[src/rtl/tmr_pkg.sv]
package tmr_pkg;

  localparam int DATA_W = 32;
  localparam int NUM_CH = 3;

  // control word bit positions
  localparam int CTL_EN_BIT   = 7;
  localparam int CTL_PER_BIT  = 6;
  localparam int CTL_FAST_BIT = 3;

  // register offsets inside a channel group
  localparam logic [7:0] OFF_LOAD = 8'h00;
  localparam logic [7:0] OFF_VAL  = 8'h04;
  localparam logic [7:0] OFF_CTL  = 8'h08;
  localparam logic [7:0] OFF_ACK  = 8'h0C;

  function automatic logic [7:0] ch_base(input int idx);
    case (idx)
      0:       return 8'h00;
      1:       return 8'h20;
      default: return 8'h80;
    endcase
  endfunction

endpackage

[src/rtl/tmr_tick_gen.sv]
module tmr_tick_gen #(
  parameter int DIV = 16
) (
  input  logic clk,
  input  logic rst,
  output logic tick_o
);
  localparam int CW = (DIV > 1) ? $clog2(DIV) : 1;
  localparam logic [CW-1:0] LAST = CW'(DIV - 1);

  logic [CW-1:0] cnt_q;
  logic          tick_q;

  always_ff @(posedge clk) begin
    if (rst) begin
      cnt_q  <= '0;
      tick_q <= 1'b0;
    end else if (cnt_q == LAST) begin
      cnt_q  <= '0;
      tick_q <= 1'b1;
    end else begin
      cnt_q  <= cnt_q + 1'b1;
      tick_q <= 1'b0;
    end
  end

  assign tick_o = tick_q;

  generate
    if (DIV > 1) begin : g_pulse_chk
      // a pulse never lasts two cycles when the divider exceeds one
      assert_tick_single_R7: assert property (@(posedge clk) disable iff (rst)
        tick_q |=> !tick_q);
    end
  endgenerate

endmodule

[src/rtl/tmr_channel.sv]
module tmr_channel
  import tmr_pkg::*;
#(
  parameter int WIDTH = 16
) (
  input  logic              clk,
  input  logic              rst,
  input  logic              ld_we,
  input  logic              ctl_we,
  input  logic              ack_we,
  input  logic [WIDTH-1:0]  ld_data,
  input  logic              ctl_en,
  input  logic              ctl_per,
  input  logic              ctl_fast,
  input  logic              tick_fast,
  input  logic              tick_slow,
  output logic [DATA_W-1:0] load_o,
  output logic [DATA_W-1:0] cnt_o,
  output logic [DATA_W-1:0] ctl_o,
  output logic              irq_o
);
  localparam logic [WIDTH-1:0] MAX = {WIDTH{1'b1}};

  logic [WIDTH-1:0] load_q;
  logic [WIDTH-1:0] cnt_q;
  logic             en_q, per_q, fast_q, irq_q;
  logic             step, wrap;

  assign step = en_q && (fast_q ? tick_fast : tick_slow);
  assign wrap = step && !ld_we && (cnt_q == '0);

  always_ff @(posedge clk) begin
    if (rst) begin
      load_q <= '0;
      cnt_q  <= '0;
    end else if (ld_we) begin
      load_q <= ld_data;
      cnt_q  <= ld_data;
    end else if (wrap) begin
      cnt_q  <= per_q ? load_q : MAX;
    end else if (step) begin
      cnt_q  <= cnt_q - 1'b1;
    end
  end

  always_ff @(posedge clk) begin
    if (rst) begin
      en_q   <= 1'b0;
      per_q  <= 1'b0;
      fast_q <= 1'b0;
    end else if (ctl_we) begin
      en_q   <= ctl_en;
      per_q  <= ctl_per;
      fast_q <= ctl_fast;
    end
  end

  always_ff @(posedge clk) begin
    if (rst)         irq_q <= 1'b0;
    else if (wrap)   irq_q <= 1'b1;
    else if (ack_we) irq_q <= 1'b0;
  end

  always_comb begin
    ctl_o               = '0;
    ctl_o[CTL_EN_BIT]   = en_q;
    ctl_o[CTL_PER_BIT]  = per_q;
    ctl_o[CTL_FAST_BIT] = fast_q;
  end

  assign load_o = DATA_W'(load_q);
  assign cnt_o  = DATA_W'(cnt_q);
  assign irq_o  = irq_q;

  // a reload write shows up in the count at the next edge
  assert_load_imm_R3: assert property (@(posedge clk) disable iff (rst)
    ld_we |=> cnt_q == $past(ld_data));

  // a stopped channel without a reload write keeps its count
  assert_hold_stopped_R9: assert property (@(posedge clk) disable iff (rst)
    (!en_q && !ld_we) |=> $stable(cnt_q));

  // a new interrupt comes with a count at the reload or all-ones value
  assert_irq_source_R5: assert property (@(posedge clk) disable iff (rst)
    $rose(irq_q) |-> (cnt_q == load_q || cnt_q == MAX));

  // an acknowledge can only fail to clear on a running channel
  assert_ack_clears_R6: assert property (@(posedge clk) disable iff (rst)
    ack_we |=> (!irq_q || $past(en_q)));

endmodule

[src/rtl/tmr3_unit.sv]
module tmr3_unit
  import tmr_pkg::*;
#(
  parameter int ADDR_W   = 8,
  parameter int CH0_W    = 16,
  parameter int CH1_W    = 16,
  parameter int CH2_W    = 32,
  parameter int FAST_DIV = 16,
  parameter int SLOW_DIV = 31
) (
  input  logic              clk,
  input  logic              rst,
  input  logic              bus_wr,
  input  logic              bus_rd,
  input  logic [ADDR_W-1:0] bus_addr,
  input  logic [31:0]       bus_wdata,
  output logic [31:0]       bus_rdata,
  output logic [2:0]        irq
);
  logic tick_fast, tick_slow;

  tmr_tick_gen #(.DIV(FAST_DIV)) u_fast (.clk(clk), .rst(rst), .tick_o(tick_fast));
  tmr_tick_gen #(.DIV(SLOW_DIV)) u_slow (.clk(clk), .rst(rst), .tick_o(tick_slow));

  logic [DATA_W-1:0] load_v [NUM_CH];
  logic [DATA_W-1:0] cnt_v  [NUM_CH];
  logic [DATA_W-1:0] ctl_v  [NUM_CH];

  genvar g;
  generate
    for (g = 0; g < NUM_CH; g++) begin : g_ch
      localparam int W = (g == 0) ? CH0_W : (g == 1) ? CH1_W : CH2_W;
      localparam logic [ADDR_W-1:0] BASE = ADDR_W'(ch_base(g));

      logic ld_we, ctl_we, ack_we;
      assign ld_we  = bus_wr && (bus_addr == BASE + ADDR_W'(OFF_LOAD));
      assign ctl_we = bus_wr && (bus_addr == BASE + ADDR_W'(OFF_CTL));
      assign ack_we = bus_wr && (bus_addr == BASE + ADDR_W'(OFF_ACK));

      tmr_channel #(.WIDTH(W)) u_ch (
        .clk       (clk),
        .rst       (rst),
        .ld_we     (ld_we),
        .ctl_we    (ctl_we),
        .ack_we    (ack_we),
        .ld_data   (bus_wdata[W-1:0]),
        .ctl_en    (bus_wdata[CTL_EN_BIT]),
        .ctl_per   (bus_wdata[CTL_PER_BIT]),
        .ctl_fast  (bus_wdata[CTL_FAST_BIT]),
        .tick_fast (tick_fast),
        .tick_slow (tick_slow),
        .load_o    (load_v[g]),
        .cnt_o     (cnt_v[g]),
        .ctl_o     (ctl_v[g]),
        .irq_o     (irq[g])
      );
    end
  endgenerate

  logic [31:0] rd_mux;

  always_comb begin
    rd_mux = '0;
    for (int i = 0; i < NUM_CH; i++) begin
      if (bus_addr == ADDR_W'(ch_base(i)) + ADDR_W'(OFF_LOAD)) rd_mux = load_v[i];
      if (bus_addr == ADDR_W'(ch_base(i)) + ADDR_W'(OFF_VAL))  rd_mux = cnt_v[i];
      if (bus_addr == ADDR_W'(ch_base(i)) + ADDR_W'(OFF_CTL))  rd_mux = ctl_v[i];
    end
  end

  always_ff @(posedge clk) begin
    if (rst)         bus_rdata <= '0;
    else if (bus_rd) bus_rdata <= rd_mux;
    else             bus_rdata <= '0;
  end

  // read data is zero in any cycle not following a read strobe
  assert_rdata_idle_R1: assert property (@(posedge clk) disable iff (rst)
    !bus_rd |=> bus_rdata == '0);

endmodule

[config.mk]
export PLATFORM = sky130hd
export DESIGN_NAME = tmr3_unit
export DESIGN_NICKNAME = d
export VERILOG_FILES = /design/src/rtl/tmr_pkg.sv /design/src/rtl/tmr_tick_gen.sv /design/src/rtl/tmr_channel.sv /design/src/rtl/tmr3_unit.sv
export SDC_FILE = /design/constraint.sdc
export NUM_CORES = 1
export LEC_CHECK = 0
export BUFFER_PORTS_ARGS = -buffer_cell sky130_fd_sc_hd__buf_4
export CAP_MARGIN = 15
export CORE_UTILIZATION = 67
export DETAILED_ROUTE_END_ITERATION = 16
export GPL_ROUTABILITY_DRIVEN = 0
export MAX_ROUTING_LAYER = met4
export PLACE_DENSITY = 0.87
export SYNTH_ARGS = -nofsm -noshare
export SYNTH_HDL_FRONTEND = slang
export SYNTH_HIERARCHICAL = 1
export SYNTH_SLANG_ARGS = --single-unit
[constraint.sdc]
create_clock -name clk -period 4.7 [get_ports clk]
set_input_delay 0.235 -clock clk [delete_from_list [all_inputs] [get_ports clk]]
set_output_delay 0.235 -clock clk [all_outputs]
set_load 0.05 [all_outputs]
# Word level (Yosys, flattened, before mapping)
# Cells that the tools add are included.
totals:
  register_bits: 183
op_classes:
  eq_ne: 13
  muxes: 32
  addsub: 5
  reduce_logical: 35
  n_bitwise: 1
op_table:
  columns: ["operator", "n"]
  rows:
  - ["16-bit 2-to-1 mux", 14]
  - ["32-bit 2-to-1 mux", 6]
  - ["8-bit by 6-bit equality test with 1-bit output, second input constant", 4]
  - ["8-bit equality test, second input constant", 4]
  - ["16-bit zero test", 2]
  - ["32-bit zero test", 1]
  - ["16-bit by 1-bit subtractor with 16-bit output, second input constant", 2]
  - ["32-bit by 1-bit subtractor with 32-bit output, second input constant", 1]
  - ["1-bit logical AND", 18]
  - ["8-bit by 4-bit equality test with 1-bit output, second input constant", 2]
  - ["1-bit 2-to-1 mux", 11]
  - ["3-bit nonzero test", 3]
  - ["8-bit by 3-bit equality test with 1-bit output, second input constant", 1]
  - ["8-bit zero test", 1]
  - ["8-bit 2-to-1 mux", 1]
  - ["2-bit nonzero test", 3]
  - ["2-bit OR reduction", 3]
  - ["5-bit by 1-bit adder with 5-bit output, second input constant", 1]
  - ["5-bit equality test, second input constant", 1]
  - ["4-bit by 1-bit adder with 4-bit output, second input constant", 1]
  - ["4-bit equality test, second input constant", 1]
  - ["1-bit zero test", 3]
  - ["3-bit OR reduction", 1]
  - ["1-bit inverter", 1]

# Depth between registers and ports, before layout
# Gate-level depths: netlist of the first run.
logic_depth:
  word_depth: 10
  mapped_depth: 13
  mapped_depth_nobuf: 9

# Cells and area by module
# The synthesis of the first run kept the hierarchy.
modules_own_cells:
  columns: ["module", "instances", "area_per_inst_um2", "cells_per_inst", "seq_area_each_um2"]
  rows:
  - ["tmr_channel (g_ch[0].u_ch ...)", 2, 2387.3, 286, 720.7]
  - ["tmr_channel (g_ch[2].u_ch)", 1, 3822.4, 471, 1361.3]
  - ["tmr3_unit", 1, 3739.8, 562, 640.6]
  - ["tmr_tick_gen (u_slow)", 1, 232.7, 23, 120.1]
  - ["tmr_tick_gen (u_fast)", 1, 188.9, 17, 100.1]

# Worst setup path before layout of the first run
# Ideal clock, no wire load.
synth_timing:
  path_type: "reg-to-reg"
  start: "reg g_ch[2].u_ch.cnt_q[12]"
  end: "reg g_ch[2].u_ch.cnt_q[2]"
  required_ns: 4.568
  n_path_buf: 3
  stages_incl_launch_ff: 10
  setup_time_ns: 0.132
  slack_ns: 1.986
  period_less_slack_ns: 2.714
  arrival_ns: 2.582
  path_cell_list: "dfxtp_1 or4_1 buf_2 or4_4 buf_6 or4_4 buf_6 a211o_1 nand3_1 a21oi_1"
synth_via:
  elab_chain_cells: 4
  elab_cells_between_ends: 5
  cone_classes: "mux (2); reduce/logical (3)"
synth_rtl:
  columns: ["item", "line_no", "text"]
  rows:
  - ["start, declared", "tmr_channel.sv:25", "logic [WIDTH-1:0] cnt_q;"]
  - ["start signal, assigned", "tmr_channel.sv:38", "cnt_q <= ld_data;"]
  - ["start signal, assigned", "tmr_channel.sv:40", "cnt_q <= per_q ? load_q : MAX;"]
  - ["start signal, assigned", "tmr_channel.sv:42", "cnt_q <= cnt_q - 1'b1;"]
  - ["32-bit zero test (*)", "tmr_channel.sv:30", "assign wrap = step && !ld_we && (cnt_q == '0);"]
  - ["1-bit logical AND (*)", "tmr_channel.sv:30", null]
  - ["32-bit 2-to-1 mux", "tmr_channel.sv:39", "end else if (wrap) begin"]
  - ["32-bit 2-to-1 mux", "tmr_channel.sv:36", "end else if (ld_we) begin"]
# Every way passes the cells marked *; elsewhere a longest branch is shown, timed or not.
# A chain may end at the register's enable or synchronous reset.

# Worst setup path after layout of the first run
layout_timing:
  start: "reg g_ch[2].u_ch.cnt_q[2]"
  end: "reg g_ch[2].u_ch.cnt_q[11]"
layout_via:
  elab_chain_cells: 4
  elab_cells_between_ends: 7
  cone_classes: "add/sub (1); mux (3); reduce/logical (3)"
layout_rtl:
  columns: ["item", "line_no"]
  rows:
  - ["32-bit by 1-bit subtractor with 32-bit output or 32-bit zero test (tied branches)", "tmr_channel.sv:42, tmr_channel.sv:30"]
  - ["32-bit 2-to-1 mux or 1-bit logical AND (tied branches)", "tmr_channel.sv:41, tmr_channel.sv:30"]
  - ["32-bit 2-to-1 mux", "tmr_channel.sv:39"]
  - ["32-bit 2-to-1 mux", "tmr_channel.sv:36"]
# Several ways; a longest one is shown, not always the timed one. The select of a mux whose other input is x is not followed.

==> metrics.md, run 1 <==
| Metric | Value |
|---|---|
| Mean post-synth cell area | `around 7.8 um2` |
| Via/cell ratio | `~6.7` |
| Global-route wire length before repair | `61.3 mm` |
| Maximum vdd ir drop | `284 uV` |
| Final net count | `about 1700` |
| Largest buffer count on any clock path | `2` |
| CTS resizes | `0` |
| Combinational power share | `9.4%` |
| Multi-input gate area | `between 7000 and 8000 um2` |
| Outcome | `complete, no violations` |
| Detailed Routing Iterations Pass 1 | `7` |
| Initial DRC Count | `2207` |
| ANT nets after route | `0` |
| Hold WS | `about 34 ps` |
| Clk_lat worst skew | `450 ps` |
| Fin Setup TNS | `0 ps` |
| Setup bufs post-CTS | `0` |
| Clock-pin transition on the worst setup and hold timing paths | `about 70 ps` |
| Share of power burned in registers | `45.6%` |
| Synth-to-layout area growth | `3.71%` |
| Pwr/cell area | `approximately 260 nW/um2` |
| Initial Utilization | `68.2%` |
| Num ports | `about 80` |
| Reg area | `3660 um2` |
| Hold WC Path Type | `input pin to register` |
| # H-tree levels | `4` |
| TritonCTS clock tree | `done` |
| Synth Cell Area | `about 13000 um2` |
| Slew margin rel. | `35.1%` |
| P_leak | `between 4 and 5 nW` |
| Final count of pins violating max slew | `0` |
| Endpoints failing setup | `0` |
| NetSw | `0.000903 W` |
| Vias in the first global route | `11288` |
| Total of max-cap violations | `0` |
| Num CTS Buffers | `17` |
| Post-route cell area | `about 13000 um2` |
| CP startpoint kind | `register` |
| Register bit count reported by yosys | `183` |
| Post-route clock skew | `roughly 8.9 ps` |
| Fin. Hold Viols | `0` |
| Die area | `a little under 20000 um2` |
| Final WS setup | `1530 ps` |
| Gr usage total | `about two fifths` |
| Post-Route WL | `just under 40 mm` |
| Cell count after synthesis | `1645` |
| Rows | `50` |
| Crit path kind | `register to register` |
| Post-synth EDFFs | `0` |
| Total of warnings raised by yosys | `6` |
| Fillcell total | `1482` |
| Int Pwr | `0.00253 W` |
| Final worst path period share | `67.4%` |
| Dpl hpwl | `26.5 mm` |
| RSZ-0062 raised after global routing | `false` |
| Sw frac | `26.3%` |
| Yosys cell types | `83` |
| Post-placement cell area | `~13000 um2` |
| Remaining routing DRC violations | `0` |
| Highest clock rate | `0.316 GHz` |
| Wire length per cell | `roughly 21 um` |
| Largest net degree at the start of global routing | `86` |
| Antenna violations before repair | `1` |
| GRT overflow | `0` |
| Crit end category | `register` |
| Clock network fraction of total power | `45.0%` |
| Sequential area share after synthesis | `28.7%` |
| CTS hold repair buffers | `0` |
| Ys async rst share | `0%` |
| Main synth FF type | `dfxtp_1` |
| Crit path max fanout | `15` |
| WP data arrival | `3530 ps` |
| Clock Sinks | `183` |
| Worst-margin pin slew | `968 ps` |
| Critical path required time | `5060 ps` |
| Pre-CTS setup slack | `1540 ps` |
| Die Ht | `140 um` |
| CTS root buf | `clkbuf_16` |
| PortBufs | `between 70 and 80` |
| Vias | `12577` |
| Share of cells above drive strength 1 | `approximately a tenth` |
| Final min period | `around 3200 ps` |
| Core ar. | `18700 um2` |
| Die width | `140 um` |
cells in the mapped netlist, types with 18 or more instances:
master,n,area share (%)
o211ai_1,26,1.5
nand2_1,106,3.1
o21ai_1,18,0.71
dfxtp_1,183,29
mux2i_1,94,7.4
buf_4,160,9.4
o22ai_1,32,1.6
clkbuf_1,67,2.0
a22oi_1,41,2.4
o21ai_0,127,5.0
nor2_1,183,5.4
xnor2_1,29,2.0
inv_1,50,1.5
nand3_1,20,0.78
a31oi_1,21,1.0
nor3_1,48,1.9
buf_2,25,0.98
a221oi_1,48,3.3
a21oi_1,94,3.7
final timing paths:
path	start	to	slack, ps	cells past startpoint
worst min register to register	u_slow/cnt_q[0]$_SDFF_PP0_	u_slow/cnt_q[0]$_SDFF_PP0_	470	1
worst min-delay path	bus_wdata[26]	g_ch[2].u_ch/load_o[26]$_SDFFE_PP0P_	30	3
worst max-delay path	g_ch[2].u_ch/cnt_o[2]$_SDFFE_PP0P_	g_ch[2].u_ch/cnt_o[11]$_SDFFE_PP0P_	1530	5
worst max register to register	g_ch[2].u_ch/cnt_o[2]$_SDFFE_PP0P_	g_ch[2].u_ch/cnt_o[11]$_SDFFE_PP0P_	1530	5
registers in the layout, summed over array words and instances (netlist names):
name,flops
g_ch.u_ch/en_q,3
u_slow/tick_o,1
g_ch.u_ch/load_o,32
bus_rdata,32
u_slow/cnt_q,5
g_ch.u_ch/fast_q,3
g_ch.u_ch/cnt_o,32
g_ch.u_ch/load_q,32
g_ch.u_ch/irq_o,3
u_fast/cnt_q,4
g_ch.u_ch/per_q,3
g_ch.u_ch/cnt_q,32
u_fast/tick_o,1
kinds of logic after synthesis:
family / after synthesis / share of synthesized area [%]
compound gates: 493 / 25.2
xor+xnor: 46 / 3.16
fa+ha+maj: 6 / 0.588
buf+inv: 325 / 15.1
flops: 183 / 28.7
mux: 100 / 7.90
other cells: 3 / 0.0883
simple gates: 489 / 19.3
per-layer routing:
layer  track usage, %  part of all wire, %
met4             18.0                  4.6
met5                -                    0
met1             52.9                   38
met2             59.8                   43
met3             10.8                   15
critical path, cell delays in order (launching register included):
cell and delay (ps):
dfxtp_1 420, nor4_1 550, nand4_1 610, nor3_2 980, o21ai_0 230, a211oi_1 280
power by group through the flow:
stage	Sequential, W	Clock, W	Combinational, W
6_report	0.00157	0.00155	0.000322
4_1_cts	0.00157	0.00153	0.000305
5_1_grt	0.00157	0.00161	0.000345
3_5_place_dp	0.00160	0	0.000304
3_3_place_gp	0.00160	0	0.000298
2_1_floorplan	0.00160	0	0.000291
final cells by class:
| cell class | count | share of cell area, % |
|---|---|---|
| sequential | 183 | 27.7 |
| clock buffer | 19 | 3.42 |
| tap | 234 | 2.21 |
| clock inverter | 13 | 1.27 |
| multi-input combinational | 1285 | 58.7 |
| antenna | 1 | 0.0189 |
| inverter | 50 | 1.42 |
| timing repair buffer | 92 | 5.31 |
layout by cell type, fill, tap and decap left out, drive strengths merged, types with 8 or more instances in the layout:
cell type  instances
xnor2             29
a211oi            21
buf               92
o22ai             32
conb             151
nand3b            11
clkbuf            19
inv               55
o21ai            145
a221oi            49
a31oi             21
mux2i             94
xor2              17
nand4             11
o2bb2ai            9
dfxtp            183
nand3             20
nor2             187
o21bai            12
nor3              50
a22oi             41
nor4              18
o31ai              8
or3               17
o211ai            26
nand2            106
nand2b            11
a21oi             94
nor2b             12
stage by stage:
stage | instances | util [%] | total power (W)
6_report | 1877 | 70.7 | 0.00344
4_1_cts | 1876 | 70.7 | 0.00341
5_1_grt | 1877 | 70.7 | 0.00352
3_3_place_gp | 1844 | 67.4 | 0.00190
2_1_floorplan | 1793 | - | 0.00189
3_5_place_dp | 1844 | 67.4 | 0.00191
No activity file was read; power rests on OpenSTA's default activity.
==> inputs of run 2 (changes only) <==
--- a/config.mk
+++ b/config.mk
@@ -7,11 +7,11 @@
 export LEC_CHECK = 0
 export BUFFER_PORTS_ARGS = -buffer_cell sky130_fd_sc_hd__buf_4
 export CAP_MARGIN = 15
-export CORE_UTILIZATION = 67
+export CORE_UTILIZATION = 62
 export DETAILED_ROUTE_END_ITERATION = 16
 export GPL_ROUTABILITY_DRIVEN = 0
 export MAX_ROUTING_LAYER = met4
-export PLACE_DENSITY = 0.87
+export PLACE_DENSITY = 0.81
 export SYNTH_ARGS = -nofsm -noshare
 export SYNTH_HDL_FRONTEND = slang
 export SYNTH_HIERARCHICAL = 1
==> constraint.sdc (replaced) <==
create_clock -name clk -period 3.09 [get_ports clk]
set_input_delay 0.1545 -clock clk [delete_from_list [all_inputs] [get_ports clk]]
set_output_delay 0.1545 -clock clk [all_outputs]
set_load 0.05 [all_outputs]
==> run 2 against run 1 <==
Against the previous run: via count fell by 0.52%; non-clock buffer count rose by 37; final cell count rose by 3.9%; combinational power rose by 62%; global-route usage fell by 2.8 points; worst hold slack got worse by 4.8 ps; wire length rose by 1.4%; critical path depth rose by 1; register-to-register slack got worse by 1300 ps; clock skew rose by 0.81 ps; sequential cell count did not move; critical path type unchanged; largest cell class unchanged.
==> metrics.md, run 2 (synthesis results as in run 1) <==
| Metric | Value |
|---|---|
| WP data arrival | `3200 ps` |
| Vias in the first global route | `11252` |
| # H-tree levels | `4` |
| CTS hold repair buffers | `13` |
| Total of max-cap violations | `0` |
| TritonCTS clock tree | `done` |
| Initial DRC Count | `approximately 1800` |
| Commonest cells after routing, fill and taps aside | `183 x dfxtp_1, 180 x nor2_1, 151 x conb_1` |
| Worst R2R Start | `g_ch[2].u_ch/cnt_o[12]$_SDFFE_PP0P_` |
| Hold WC Path Type | `input pin to register` |
| Remaining routing DRC violations | `0` |
| Final net count | `1716` |
| Final WS setup | `185 ps` |
| Num ports | `~80` |
| Initial Utilization | `approximately 63%` |
| Final count of pins violating max slew | `0` |
| CTS root buf | `clkbuf_16` |
| Slew margin rel. | `37.0%` |
| Worst-margin pin slew | `945 ps` |
| Final worst path period share | `94.0%` |
| Clk_lat worst skew | `440 ps` |
| Largest net degree at the start of global routing | `roughly 130` |
| Hold EP | `g_ch[2].u_ch/load_o[28]$_SDFFE_PP0P_` |
| Reg2reg end | `g_ch[2].u_ch/cnt_o[6]$_SDFFE_PP0P_` |
| Pre-CTS setup slack | `roughly 240 ps` |
| Commonest non-fill, non-tap cell in the layout | `dfxtp_1` |
| Hold path startpoint | `bus_wdata[28]` |
| Critical path required time | `between 3000 and 4000 ps` |
| Rows | `52` |
| Maximum vdd ir drop | `382 uV` |
| Share of cells above drive strength 1 | `11.6%` |
| Crit path max fanout | `18` |
| P_leak | `slightly above 5 nW` |
| Outcome | `complete, no violations` |
| Synth-to-layout area growth | `6.74%` |
| Fin. Hold Viols | `0` |
| Post-route cell area | `13600 um2` |
| Clock Sinks | `183` |
| GRT overflow | `0` |
| Delay of the slowest critical-path stage | `between 600 and 700 ps` |
| Gr usage total | `a little under two fifths` |
| Dpl hpwl | `~28 mm` |
| Largest buffer count on any clock path | `2` |
| Clock-pin transition on the worst setup and hold timing paths | `approximately 70 ps` |
| Via/cell ratio | `between 6 and 7` |
| Core ar. | `20200 um2` |
| RSZ-0062 raised after global routing | `false` |
| CP max-delay cell | `or4_1` |
| PortBufs | `78` |
| Fin Setup TNS | `0 ps` |
| Die Ht | `145 um` |
| Final min period | `a little under 3000 ps` |
| Post-placement cell area | `12900 um2` |
| Hold path cells | `3` |
| Global-route wire length before repair | `61.9 mm` |
| CTS resizes | `0` |
| Detailed Routing Iterations Pass 1 | `8` |
| Vias | `12512` |
| Die area | `~21000 um2` |
| Post-Route WL | `39.8 mm` |
| Num CTS Buffers | `17` |
| Reg2Reg Setup Slack | `180 ps` |
| Reg2reg path depth | `6` |
| Endpoints failing setup | `0` |
| Crit path kind | `register to register` |
| Crit end category | `register` |
| Most used cell along the critical path | `or4_4` |
| ANT nets after route | `0` |
| Wire length per cell | `around 20 um` |
| Post-route clock skew | `9.72 ps` |
| Fillcell total | `1672` |
| Setup bufs post-CTS | `0` |
| Die width | `145 um` |
| CP Cell Sequence | `or4_1 -> or4_4 -> or4_4 -> a211o_1 -> nand3_1 -> a21oi_1` |
| Pwr/cell area | `slightly below 400 nW/um2` |
| Antenna violations before repair | `1` |
| CP startpoint kind | `register` |
| Highest clock rate | `0.344 GHz` |
==> run 2: layout make-up <==
class	instances	area, um2	share of cell area (%)
inverters	50	188	1.38
clock inverters	14	185	1.36
well taps	270	338	2.48
repair buffers	129	1040	7.64
flip-flops and latches	183	3660	26.9
multi-input cells	1285	7760	57.0
clock buffers	18	439	3.22
diodes	1	2.50	0.0184
==> run 2: layer usage <==
layer	global-route usage (%)	part of all wire [%]	wire length [um]
met1	49.5	39	15600
met2	55.3	43	17200
met3	11.5	14	5460
met4	15.1	3.9	1560
met5	-	0	0
==> run 2: critical path: cells and delay by family (launching register included) <==
kind / cells / cell delay, ps
AOI/OAI and AO/OA: 2 / 390
and+or+nand+nor: 4 / 1990
DFF: 1 / 370
==> run 2: where the power goes <==
group          internal (W)  switching [W]  leakage (nW)
clock               0.00132        0.00102         0.309
sequential          0.00237      0.0000137          1.47
combinational      0.000177       0.000346          3.39
==> run 2: worst max path at each step <==
stage | start | to | slack [ps] | cells after the start
detailed placement | g_ch[2].u_ch/cnt_o[12]$_SDFFE_PP0P_ | g_ch[2].u_ch/cnt_o[6]$_SDFFE_PP0P_ | 240 | 6
finish | g_ch[2].u_ch/cnt_o[12]$_SDFFE_PP0P_ | g_ch[2].u_ch/cnt_o[6]$_SDFFE_PP0P_ | 180 | 6
CTS | g_ch[2].u_ch/cnt_o[12]$_SDFFE_PP0P_ | g_ch[2].u_ch/cnt_o[6]$_SDFFE_PP0P_ | 220 | 6
floorplan | g_ch[2].u_ch/cnt_o[12]$_SDFFE_PP0P_ | g_ch[2].u_ch/cnt_o[2]$_SDFFE_PP0P_ | 380 | 9
global placement | g_ch[2].u_ch/cnt_o[12]$_SDFFE_PP0P_ | g_ch[2].u_ch/cnt_o[6]$_SDFFE_PP0P_ | 290 | 6
global route | g_ch[2].u_ch/cnt_o[12]$_SDFFE_PP0P_ | g_ch[2].u_ch/cnt_o[6]$_SDFFE_PP0P_ | 140 | 6
==> run 2: stage by stage <==
stage	hold slack, ps	util (%)	total power [W]	std cells
after floorplan	224	-	0.00288	1793
after global placement	399	63.5	0.00291	1903
after detailed placement	409	63.5	0.00292	1903
after CTS	0.0934	67.2	0.00523	1948
after global routing	23.6	67.3	0.00540	1950
final	29.2	67.3	0.00525	1950
